`src/rtl/dmac_pkg.sv`:
```
package dmac_pkg;
  localparam int DW        = 32;
  localparam int IDX_W     = 4;
  localparam int N_AREGS   = 8;

  // register indices (0 is control/status)
  localparam logic [IDX_W-1:0] IX_CTRL = 4'd0;

  // address register slots inside the register array
  localparam int SL_RUN    = 0;
  localparam int SL_END    = 1;
  localparam int SL_QBEG   = 2;
  localparam int SL_QEND   = 3;
  localparam int SL_SV_RUN = 4;
  localparam int SL_SV_END = 5;

  // command bit positions of a control write
  localparam int CB_EN     = 0;
  localparam int CB_ARM    = 1;
  localparam int CB_RD     = 2;
  localparam int CB_WR     = 3;
  localparam int CB_CLR    = 4;
  localparam int CB_RST    = 5;
  localparam int CB_INIT   = 6;

  typedef struct packed {
    logic init_buf;
    logic chan_rst;
    logic clr_done;
    logic sel_wr;
    logic sel_rd;
    logic arm;
    logic enable;
  } cmd_t;

  typedef struct packed {
    logic buserr;
    logic done;
    logic dir_rd;
    logic armed;
    logic en;
  } stat_t;

  // effective end of a segment
  function automatic logic [DW-1:0] eff_end(input logic [DW-1:0] lim, input logic tx);
    if (tx && lim[DW-1])
      return {1'b0, lim[DW-2:0]} - DW'(15);
    return lim;
  endfunction

  function automatic logic [DW-1:0] step_addr(input logic [DW-1:0] a, input int unsigned st);
    return a + DW'(st);
  endfunction
endpackage

```
`src/rtl/dmac_cmd_decode.sv`:
```
module dmac_cmd_decode
  import dmac_pkg::*;
(
  input  logic                 wr_en,
  input  logic [IDX_W-1:0]     idx,
  input  logic [DW-1:0]        wdata,
  output cmd_t                 cmd,
  output logic [N_AREGS-1:0]   areg_wr
);
  logic ctrl_hit;
  assign ctrl_hit = wr_en && (idx == IX_CTRL);

  always_comb begin
    cmd.enable   = ctrl_hit & wdata[CB_EN];
    cmd.arm      = ctrl_hit & wdata[CB_ARM];
    cmd.sel_rd   = ctrl_hit & wdata[CB_RD];
    cmd.sel_wr   = ctrl_hit & wdata[CB_WR];
    cmd.clr_done = ctrl_hit & wdata[CB_CLR];
    cmd.chan_rst = ctrl_hit & wdata[CB_RST];
    cmd.init_buf = ctrl_hit & wdata[CB_INIT];
  end

  for (genvar g = 0; g < N_AREGS; g++) begin : g_sel
    assign areg_wr[g] = wr_en && (idx == IDX_W'(g + 1));
  end
endmodule

```
`src/rtl/dmac_addr_regs.sv`:
```
module dmac_addr_regs
  import dmac_pkg::*;
#(
  parameter int unsigned STEP = 4
)(
  input  logic                          clk,
  input  logic                          rst_n,
  input  logic [N_AREGS-1:0]            areg_wr,
  input  logic [DW-1:0]                 wdata,
  input  logic                          init_buf,
  input  logic                          advance,
  input  logic                          chain,
  input  logic                          finish,
  output logic [N_AREGS-1:0][DW-1:0]    regs_q
);
  logic [N_AREGS-1:0][DW-1:0] hw_d;

  always_comb begin
    hw_d = regs_q;
    if (advance)
      hw_d[SL_RUN] = step_addr(regs_q[SL_RUN], STEP);
    if (chain) begin
      hw_d[SL_RUN]    = regs_q[SL_QBEG];
      hw_d[SL_END]    = regs_q[SL_QEND];
      hw_d[SL_SV_RUN] = regs_q[SL_QBEG];
    end
    if (finish)
      hw_d[SL_SV_END] = regs_q[SL_RUN];
  end

  for (genvar g = 0; g < N_AREGS; g++) begin : g_reg
    always_ff @(posedge clk or negedge rst_n) begin
      if (!rst_n)          regs_q[g] <= '0;
      else if (init_buf)   regs_q[g] <= '0;
      else if (areg_wr[g]) regs_q[g] <= wdata;
      else                 regs_q[g] <= hw_d[g];
    end
  end

  p_adv_step_r4: assert property (@(posedge clk) disable iff (!rst_n)
    (advance && !areg_wr[SL_RUN] && !init_buf) |=> regs_q[SL_RUN] == $past(regs_q[SL_RUN]) + DW'(STEP));

  p_chain_load_r6: assert property (@(posedge clk) disable iff (!rst_n)
    (chain && !areg_wr[SL_RUN] && !areg_wr[SL_END] && !init_buf)
      |=> (regs_q[SL_RUN] == $past(regs_q[SL_QBEG])) && (regs_q[SL_END] == $past(regs_q[SL_QEND])));

  p_saved_end_r8: assert property (@(posedge clk) disable iff (!rst_n)
    (finish && !areg_wr[SL_SV_END] && !init_buf) |=> regs_q[SL_SV_END] == $past(regs_q[SL_RUN]));

  p_init_zero_r13: assert property (@(posedge clk) disable iff (!rst_n)
    init_buf |=> (regs_q[SL_RUN] == '0) && (regs_q[SL_QEND] == '0));
endmodule

```
`src/rtl/dmac_status.sv`:
```
module dmac_status
  import dmac_pkg::*;
(
  input  logic  clk,
  input  logic  rst_n,
  input  cmd_t  cmd,
  input  logic  finish,
  input  logic  err_evt,
  output stat_t st_q,
  output logic  chain,
  output logic  halt
);
  logic hw_live;
  assign hw_live = !cmd.chan_rst;
  assign chain   = finish & st_q.armed;
  assign halt    = finish & ~st_q.armed;

  always_ff @(posedge clk or negedge rst_n) begin
    if (!rst_n) begin
      st_q <= '0;
    end else begin
      if (cmd.chan_rst)    st_q.en <= 1'b0;
      else if (cmd.enable) st_q.en <= 1'b1;
      else if (halt)       st_q.en <= 1'b0;

      if (cmd.chan_rst)    st_q.armed <= 1'b0;
      else if (cmd.arm)    st_q.armed <= 1'b1;
      else if (chain)      st_q.armed <= 1'b0;

      if (cmd.chan_rst)    st_q.dir_rd <= 1'b0;
      else if (cmd.sel_rd) st_q.dir_rd <= 1'b1;
      else if (cmd.sel_wr) st_q.dir_rd <= 1'b0;

      if (finish && hw_live) st_q.done <= 1'b1;
      else if (cmd.clr_done) st_q.done <= 1'b0;

      if (err_evt && hw_live) st_q.buserr <= 1'b1;
      else if (cmd.clr_done)  st_q.buserr <= 1'b0;
    end
  end

  p_quiet_stable_r2: assert property (@(posedge clk) disable iff (!rst_n)
    ((cmd == '0) && !finish && !err_evt) |=> $stable(st_q));

  p_rst_clear_r3: assert property (@(posedge clk) disable iff (!rst_n)
    (cmd.chan_rst && cmd.clr_done) |=> (!st_q.en && !st_q.armed && !st_q.done));

  p_done_set_r5: assert property (@(posedge clk) disable iff (!rst_n)
    (finish && !cmd.chan_rst) |=> st_q.done);

  p_halt_drops_r7: assert property (@(posedge clk) disable iff (!rst_n)
    (halt && !cmd.enable) |=> !st_q.en);

  p_err_keeps_en_r9: assert property (@(posedge clk) disable iff (!rst_n)
    (err_evt && st_q.armed && !cmd.chan_rst) |=> (st_q.en && st_q.buserr));

  p_pend_chain_r12: assert property (@(posedge clk) disable iff (!rst_n)
    (finish && st_q.armed && st_q.done && !cmd.chan_rst && !cmd.arm) |=> (st_q.en && !st_q.armed));
endmodule

```
`src/rtl/dmac_channel.sv`:
```
module dmac_channel
  import dmac_pkg::*;
#(
  parameter int unsigned STEP    = 4,
  parameter bit          TX_MODE = 1'b0
)(
  input  logic             clk,
  input  logic             rst_n,
  input  logic             reg_we,
  input  logic [3:0]       reg_addr,
  input  logic [31:0]      reg_wdata,
  output logic [31:0]      reg_rdata,
  output logic             mem_req,
  output logic             mem_we,
  output logic [31:0]      mem_addr,
  output logic [31:0]      mem_wdata,
  input  logic [31:0]      mem_rdata,
  input  logic             mem_gnt,
  input  logic             mem_err,
  input  logic [31:0]      dev_wdata,
  output logic             dev_wtake,
  output logic [31:0]      dev_rdata,
  output logic             dev_rvalid,
  output logic             irq
);
  cmd_t                       cmd;
  stat_t                      st_q;
  logic [N_AREGS-1:0]         areg_wr;
  logic [N_AREGS-1:0][DW-1:0] regs_q;

  // named internal events
  logic [DW-1:0] end_addr;
  logic          at_end;
  logic          gnt_evt;
  logic          err_evt;
  logic          advance;
  logic          seg_end;
  logic          finish;
  logic          chain;
  logic          halt;

  dmac_cmd_decode u_dec (
    .wr_en   (reg_we),
    .idx     (reg_addr),
    .wdata   (reg_wdata),
    .cmd     (cmd),
    .areg_wr (areg_wr)
  );

  assign end_addr = eff_end(regs_q[SL_END], TX_MODE);
  assign at_end   = (regs_q[SL_RUN] == end_addr);
  assign mem_req  = st_q.en && !at_end;
  assign gnt_evt  = mem_req && mem_gnt;
  assign err_evt  = gnt_evt && mem_err;
  assign advance  = gnt_evt && !mem_err;
  assign seg_end  = st_q.en && at_end;
  assign finish   = seg_end || err_evt;

  dmac_status u_stat (
    .clk     (clk),
    .rst_n   (rst_n),
    .cmd     (cmd),
    .finish  (finish),
    .err_evt (err_evt),
    .st_q    (st_q),
    .chain   (chain),
    .halt    (halt)
  );

  dmac_addr_regs #(.STEP(STEP)) u_regs (
    .clk      (clk),
    .rst_n    (rst_n),
    .areg_wr  (areg_wr),
    .wdata    (reg_wdata),
    .init_buf (cmd.init_buf),
    .advance  (advance),
    .chain    (chain),
    .finish   (finish),
    .regs_q   (regs_q)
  );

  assign mem_we     = !st_q.dir_rd;
  assign mem_addr   = regs_q[SL_RUN];
  assign mem_wdata  = dev_wdata;
  assign dev_rdata  = mem_rdata;
  assign dev_wtake  = advance && !st_q.dir_rd;
  assign dev_rvalid = advance && st_q.dir_rd;
  assign irq        = st_q.done;

  always_comb begin
    reg_rdata = '0;
    if (reg_addr == IX_CTRL)
      reg_rdata = {{(DW-5){1'b0}}, st_q.buserr, st_q.done, st_q.dir_rd, st_q.armed, st_q.en};
    for (int i = 0; i < N_AREGS; i++)
      if (reg_addr == IDX_W'(i + 1))
        reg_rdata = regs_q[i];
  end

  p_req_gated_r4: assert property (@(posedge clk) disable iff (!rst_n)
    (halt && !cmd.enable) |=> !mem_req);

  p_irq_clear_r5: assert property (@(posedge clk) disable iff (!rst_n)
    (cmd.clr_done && !finish) |=> !irq);

  p_one_way_r11: assert property (@(posedge clk) disable iff (!rst_n)
    !(dev_wtake && dev_rvalid));
endmodule

```
`config.mk`:
```
export PLATFORM = sky130hd
export DESIGN_NAME = dmac_channel
export DESIGN_NICKNAME = d
export VERILOG_FILES = /design/src/rtl/dmac_pkg.sv /design/src/rtl/dmac_cmd_decode.sv /design/src/rtl/dmac_addr_regs.sv /design/src/rtl/dmac_status.sv /design/src/rtl/dmac_channel.sv
export SDC_FILE = /design/constraint.sdc
export NUM_CORES = 1
export LEC_CHECK = 0
export ABC_CLOCK_PERIOD_IN_PS = 3200
export CORE_MARGIN = 2
export CORE_UTILIZATION = 25
export DETAILED_ROUTE_END_ITERATION = 16
export GPL_TIMING_DRIVEN = 0
export PLACE_DENSITY = 0.46
export SLEW_MARGIN = 20
export SYNTH_ARGS = -nofsm -noshare
export SYNTH_HDL_FRONTEND = slang
export SYNTH_SLANG_ARGS = --single-unit
```
`constraint.sdc`:
```
create_clock -name clk -period 3.2 [get_ports clk]
set_input_delay 0.32 -clock clk [delete_from_list [all_inputs] [get_ports clk]]
set_output_delay 0.32 -clock clk [all_outputs]
set_load 0.005 [all_outputs]
```
==> impl_metrics.tcl, run 1 <==
set metrics [dict create \
    tightest_slew_ps 1240 \
    ys_ff_latch 261 \
    syn-num-nets 1869 \
    synth.top_cells.by_area "dfrtp_1 (43%), nand2_1 (8.2%), a21oi_1 (8.1%)" \
    final_core_util_pct 32.3 \
    synth-seq-area-share_pct 42.9 \
    crit_buf_inv 0 \
    synth_common_cells "nand2_1 (331), dfrtp_1 (261), a21oi_1 (245)" \
    nNetsFinal 2072 \
    crit_family "simple AND/OR/NAND/NOR gates" \
    crit_slowest_cell "nor4_2" \
    grt.overflow.total 0 \
    wirelength_mm 72.9 \
    place_congestion 0.901 \
    syn2layout_area_growth_pct 27.7 \
    first_pass_iters 7 \
    fmax_mhz 318 \
    synth_top_area_share_pct 42.9 \
    synth_edf_count 0 \
    ys_types 62 \
    arrival_ps 3610 \
    drtIter0Drc 1931 \
    cts_tree "built" \
    ant_nets 0 \
    grt_pass1_vias 14500 \
    end_kind "flop" \
    core_um2 60200 \
    hold_class "in -> reg" \
    hp-start "reg_wdata[4]" \
    drc 0 \
    yosysTopAreaCell "dfrtp_1" \
    die_y_um 251 \
    cts_buffer_depth 3 \
    fin_crit_sh_pct 98.4 \
    yosys_warnings 0 \
    rows 90 \
    cts.sinks 261 \
    hold_depth 3 \
    layout-drive-gt1-share_pct 14.6 \
    crit_path_max_incr_delay_ps 850 \
    place.detailed.hpwl_mm 50.3 \
    via_per_inst 5.38 \
    ir_drop_mv 0.475 \
    reg2reg_to "u_regs.regs_q[28]" \
    grt_max_degree 91 \
    cts_made_buffers 31 \
    critPathKind "reg -> reg" \
    root_buffer "clkbuf_16" \
    grt.total_usage_pct 22.6 \
    startpoint_type "flop" \
    async_reset_ff_share_pct 100 \
    design_area_um2 19400 \
    min_delay_worst_endpoint "u_regs.regs_q[100]" \
    synth.most_common_cell "nand2_1" \
    critPathMaxFanout 9 \
    r2r_slack_ps 50 \
    hold_viol 0 \
    setup_viol_count_final 0 \
    antenna_found_initial 1 \
    leakage_nw 8.29 \
    die-area_um2 62900 \
    clk_latency_ps 600 \
    htreeDepth 1 \
    post_dp_cell_area_um2 17900 \
    reg2reg_depth 8 \
    drt-wirelength-per-cell_um 26.3 \
    clock_skew_ps 21.1 \
    clk_pin_slew_worst_paths_ps 60 \
    rsz0062_at_grt "yes" \
    period_minus_slack_ps 3150 \
    worst_ep_required_time_ps 3660 \
    r2r_start "u_regs.regs_q[3]" \
    postSynthAreaPerCell_um2 8.63 \
    report.final.slew_viol_count 0 \
    grt_pass1_wl_mm 104 \
    dieWidth_um 251 \
    maxCapViolations 0 \
    syn_inst 1763 \
    crit_chain "ha_1, nand2_1, nor4_2, and2_1, nand3_1, xnor2_1, a2111oi_2, a2111oi_1" \
    vias 14900 \
    antennaDiodeCount 0 \
    slew_headroom_pct 17.1 \
    io_buffers 164 \
    status "finished, final reports clean" \
    io_pins 238 \
    netlist_area_um2 15200 \
    synthFlopType "dfrtp_1" \
    initial_core_util_pct 25.3 \
    p_per_area_nw_per_um2 642 \
]
## flip-flops by register name, summed over array words and instances, names as in the netlist
| register | flops |
|---|---|
| u_regs.regs_q | 256 |
| u_stat.st_q | 5 |
## power by group
part	internal (mW)	leakage [nW]	switching (mW)
clock	2.08	0.511	1.52
sequential	4.16	3.26	0.909
combinational	2.00	4.52	1.82
total	8.24	8.29	4.25
## cell type report
class | instances | area (µm²)
plain buffers | 258 | 1620
clock buffers | 41 | 883
clock inverters | 14 | 120
fillers | 6251 | 40800
inverters | 10 | 37.5
multi-input cells | 1229 | 7510
flip-flops and latches | 261 | 6530
well taps | 782 | 978
repair buffers | 175 | 1760
## kinds of logic (layout without fill, tap and decap cells)
logic type	count (synthesis)	in the layout	synth area share, %
flip-flops	261	261	42.9
AO/OA/AOI/OAI	553	553	21.4
adder cells (fa/ha/maj)	1	1	0.0822
buffers and inverters	273	498	10.1
XOR/XNOR	60	60	3.45
multiplexers	112	112	7.40
AND/OR/NAND/NOR	503	503	14.6
## repair_timing
item / in CTS / in global routing
hold buffers: 1 / 0
buffers inserted: 7 / 0
pin swaps: 14 / 10
endpoints found under the hold margin: 82 / 0
cloned: 0 / 0
resized for setup: 95 / 25
setup endpoints to repair: 167 / 31
## tightest hold or removal path: cells and delay by family
family          cells  cell delay, ps
compound gates      1              50
buf+inv             1             150
simple gates        1              60
## worst max path at each step
stage          slack [ps]                 end  cells past startpoint        startpoint
4_1_cts                 6       reg_rdata[16]                     10       reg_addr[3]
6_report               50   u_regs.regs_q[28]                      8  u_regs.regs_q[3]
3_5_place_dp        -1460       reg_rdata[30]                      8       reg_addr[3]
2_1_floorplan         850  u_regs.regs_q[143]                     11  u_regs.regs_q[4]
5_1_grt               -50   u_regs.regs_q[30]                      8  u_regs.regs_q[3]
3_3_place_gp       -10540  u_regs.regs_q[163]                      1             rst_n
## cell usage in the layout, fill, tap and decap left out, types with 5 or more instances in the layout
cell and n:
a31oi_1 11, and2_1 9, a22oi_1 60, clkbuf_1 85
clkbuf_4 9, xnor2_2 12, o21ai_1 10, nor3_1 12
nand4_1 31, a21oi_1 243, clkbuf_16 32, nand2_1 330
buf_2 17, inv_1 10, nor2_1 53, a2111oi_0 7
a222oi_1 14, clkdlybuf4s50_1 157, mux2i_1 108, buf_4 118
nor3b_1 8, dfrtp_1 259, buf_6 15, and3_1 6
clkinv_2 12, nand3_1 17, xnor2_4 9, clkbuf_8 11
xnor2_1 31, xor2_1 8, o211ai_1 5, a32oi_1 17
o21ai_0 154, clkbuf_2 15, buf_1 7
## per-layer routing
layer | vias up | part of all wire, % | track usage [%]
met3 | 162 | 8.5 | 3.73
met2 | 795 | 46 | 35.7
met4 | 0 | 3.9 | 9.07
met5 | - | 0 | 0
li1 | 6526 | - | -
met1 | 7432 | 42 | 30.7
## stage by stage
step	power, mW	TNS, ps	setup slack [ps]	hold slack (ps)	std cells
3_5_place_dp	8.55	-157980	-1460	376	2712
6_report	12.5	0	52.2	46.2	2770
4_1_cts	12.4	0	5.79	33.4	2770
2_1_floorplan	6.87	0	848	24.4	1763
5_1_grt	13.0	-127	-51.1	61.9	2770
3_3_place_gp	8.50	-2948420	-10540	474	2709
(Power assumes the default switching activity.)
==> run 2: changes to the inputs <==
- SKIP_CTS_REPAIR_TIMING: not set -> 1
==> run 2 against run 1 <==
Against the previous run:
- the run now ends with negative setup slack left
- total power decreased by 0.44%
- core utilization fell by 0.093 points
- register-to-register slack got worse by 20 ps
- wire length is essentially flat
- via count decreased by 0.15%
- flip-flop and latch count stayed put
- die area stayed put
- critical endpoint is now dev_wtake
==> impl_metrics.tcl, run 2 (synthesis results as in run 1) <==
set metrics [dict create \
    grtUsageMet2_pct 35.4 \
    die_y_um 251 \
    grt_max_degree 91 \
    reg.largest.list "u_regs.regs_q: 256 flops, u_stat.st_q: 5 flops" \
    grt_pass1_vias 14400 \
    violations "negative setup slack" \
    largest_reg_flops 256 \
    drc 0 \
    initial_core_util_pct 25.3 \
    cts_tree "built" \
    final_common_cell "nand2_1" \
    leakage_nw 8.29 \
    r2r_slack_ps 30 \
    period_minus_slack_ps 3290 \
    fin_crit_sh_pct 103 \
    grtUsageMet1_pct 30.4 \
    endpoint "dev_wtake" \
    grt_pass1_wl_mm 104 \
    clock_skew_ps 12.4 \
    fmax_mhz 303 \
    wirelength_mm 72.9 \
    clockPowerShare_pct 28.9 \
    final_cells 2772 \
    critPathKind "reg -> out" \
    io_pins 238 \
    place_congestion 0.901 \
    crit_start "u_regs.regs_q[10]" \
    maxCapViolations 0 \
    arrival_ps 2970 \
    critPathMaxFanout 8 \
    reg2reg_to "u_regs.regs_q[30]" \
    seqPwrFrac_pct 40.7 \
    dp.cells 2712 \
    grt.total_usage_pct 22.5 \
    reg2reg_depth 11 \
    clk_pin_slew_worst_paths_ps 60 \
    syn2layout_area_growth_pct 27.4 \
    register_area_um2 6540 \
    p_int_mw 8.20 \
    first_pass_iters 6 \
    drt-wirelength-per-cell_um 26.3 \
    dieWidth_um 251 \
    startpoint_type "flop" \
    setup_viol_count_final 2 \
    fin_ws_ps -95.0 \
    top_register "u_regs.regs_q" \
    fill_cells 6262 \
    tightest_slew_ps 1040 \
    antennaDiodeCount 0 \
    worst_ep_required_time_ps 2880 \
    root_buffer "clkbuf_16" \
    mostFrequentLayoutCells "nand2_1 (330), dfrtp_1 (258), a21oi_1 (243), clkdlybuf4s50_1 (160), o21ai_0 (154)" \
    antenna_found_initial 0 \
    final_core_util_pct 32.2 \
    slew_headroom_pct 30.9 \
    end_kind "output port" \
    io_buffers 164 \
    status "finished with violations" \
    layout-drive-gt1-share_pct 14.5 \
    use_met3_pct 4.05 \
    core_um2 60200 \
    vias 14900 \
    rsz0062_at_grt "yes" \
    cts.sinks 261 \
    ir_drop_mv 0.464 \
    grt.overflow.total 0 \
    report.final.slew_viol_count 0 \
    via_per_inst 5.37 \
    place.detailed.hpwl_mm 50.3 \
    drtIter0Drc 1884 \
    die-area_um2 62900 \
    htreeDepth 1 \
    nNetsFinal 2074 \
    r2r_start "u_regs.regs_q[10]" \
    ant_nets 0 \
    hp-start "reg_wdata[4]" \
    setup_tns_ps -186 \
    hold_viol 0 \
    hold_class "in -> reg" \
    grt_busiest_layer "met2" \
    cts_buffer_depth 3 \
    cts_made_buffers 31 \
    rows 90 \
    combinationalPowerShare_pct 30.5 \
    p_sw_share_pct 34.0 \
    power_mw 12.4 \
    multi_input_area_um2 7470 \
    power.switching_mw 4.23 \
    clk_latency_ps 590 \
    p_per_area_nw_per_um2 641 \
]
run 2: changes by cell type in the layout (fill, tap and decap cells not counted), sizes merged:
| cell | delta |
|---|---|
| dlymetal6s2s | +1 |
| dlygate4sd2 | -3 |
| clkdlybuf4s50 | +3 |
| clkbuf | -3 |
| buf | +4 |
run 2: power by group through the flow:
stage | Combinational [mW] | Sequential (mW) | Clock, mW
detailed placement | 3.57 | 4.98 | 0
CTS | 3.59 | 4.93 | 3.64
global route | 4.08 | 5.13 | 3.76
global placement | 3.53 | 4.97 | 0
floorplan | 2.19 | 4.68 | 0
finish | 3.79 | 5.05 | 3.59
run 2: worst max-delay path, cell delays in order, from the launching register on:
cell,delay [ps]
dfrtp_1,390
buf_6,160
xnor2_4,200
nand4_1,270
nor4_4,310
buf_4,200
nand2_1,100
nand2_2,110
inv_1,60
nand2_1,80
nor3_1,50
clkdlybuf4s50_1,460
run 2: layout make-up:
type	count	share of cell area [%]
Buffer	258	8.11
Timing Repair Buffer	177	9.25
Clock buffer	41	4.56
Clock inverter	14	0.619
Sequential cell	261	33.7
Multi-Input combinational cell	1229	38.5
Tap cell	782	5.05
Inverter	10	0.194
run 2: worst min-delay path by stage:
stage / endpoint / depth (start not counted)
6_report: u_regs.regs_q[228] / 3
5_1_grt: u_regs.regs_q[99] / 3
4_1_cts: u_regs.regs_q[242] / 1
3_5_place_dp: u_regs.regs_q[242] / 1
3_3_place_gp: u_stat.st_q[4] / 2
2_1_floorplan: u_regs.regs_q[0] / 0
run 2: through the flow:
stage / worst slack (ps) / area [µm²] / hold WS (ps)
finish: -95.0 / 19400 / 48.0
global route: -179 / 19400 / 62.0
CTS: -1490 / 18900 / -241
detailed placement: -1460 / 17900 / 376
global placement: -10540 / 17800 / 474
floorplan: 848 / 15200 / 24.4
run 2: per-layer routing:
layer | part of all wire, % | wire length, µm
met5 | 0 | 0
met4 | 3.7 | 2690
met3 | 8.2 | 6000
met2 | 46 | 33500
met1 | 42 | 30700
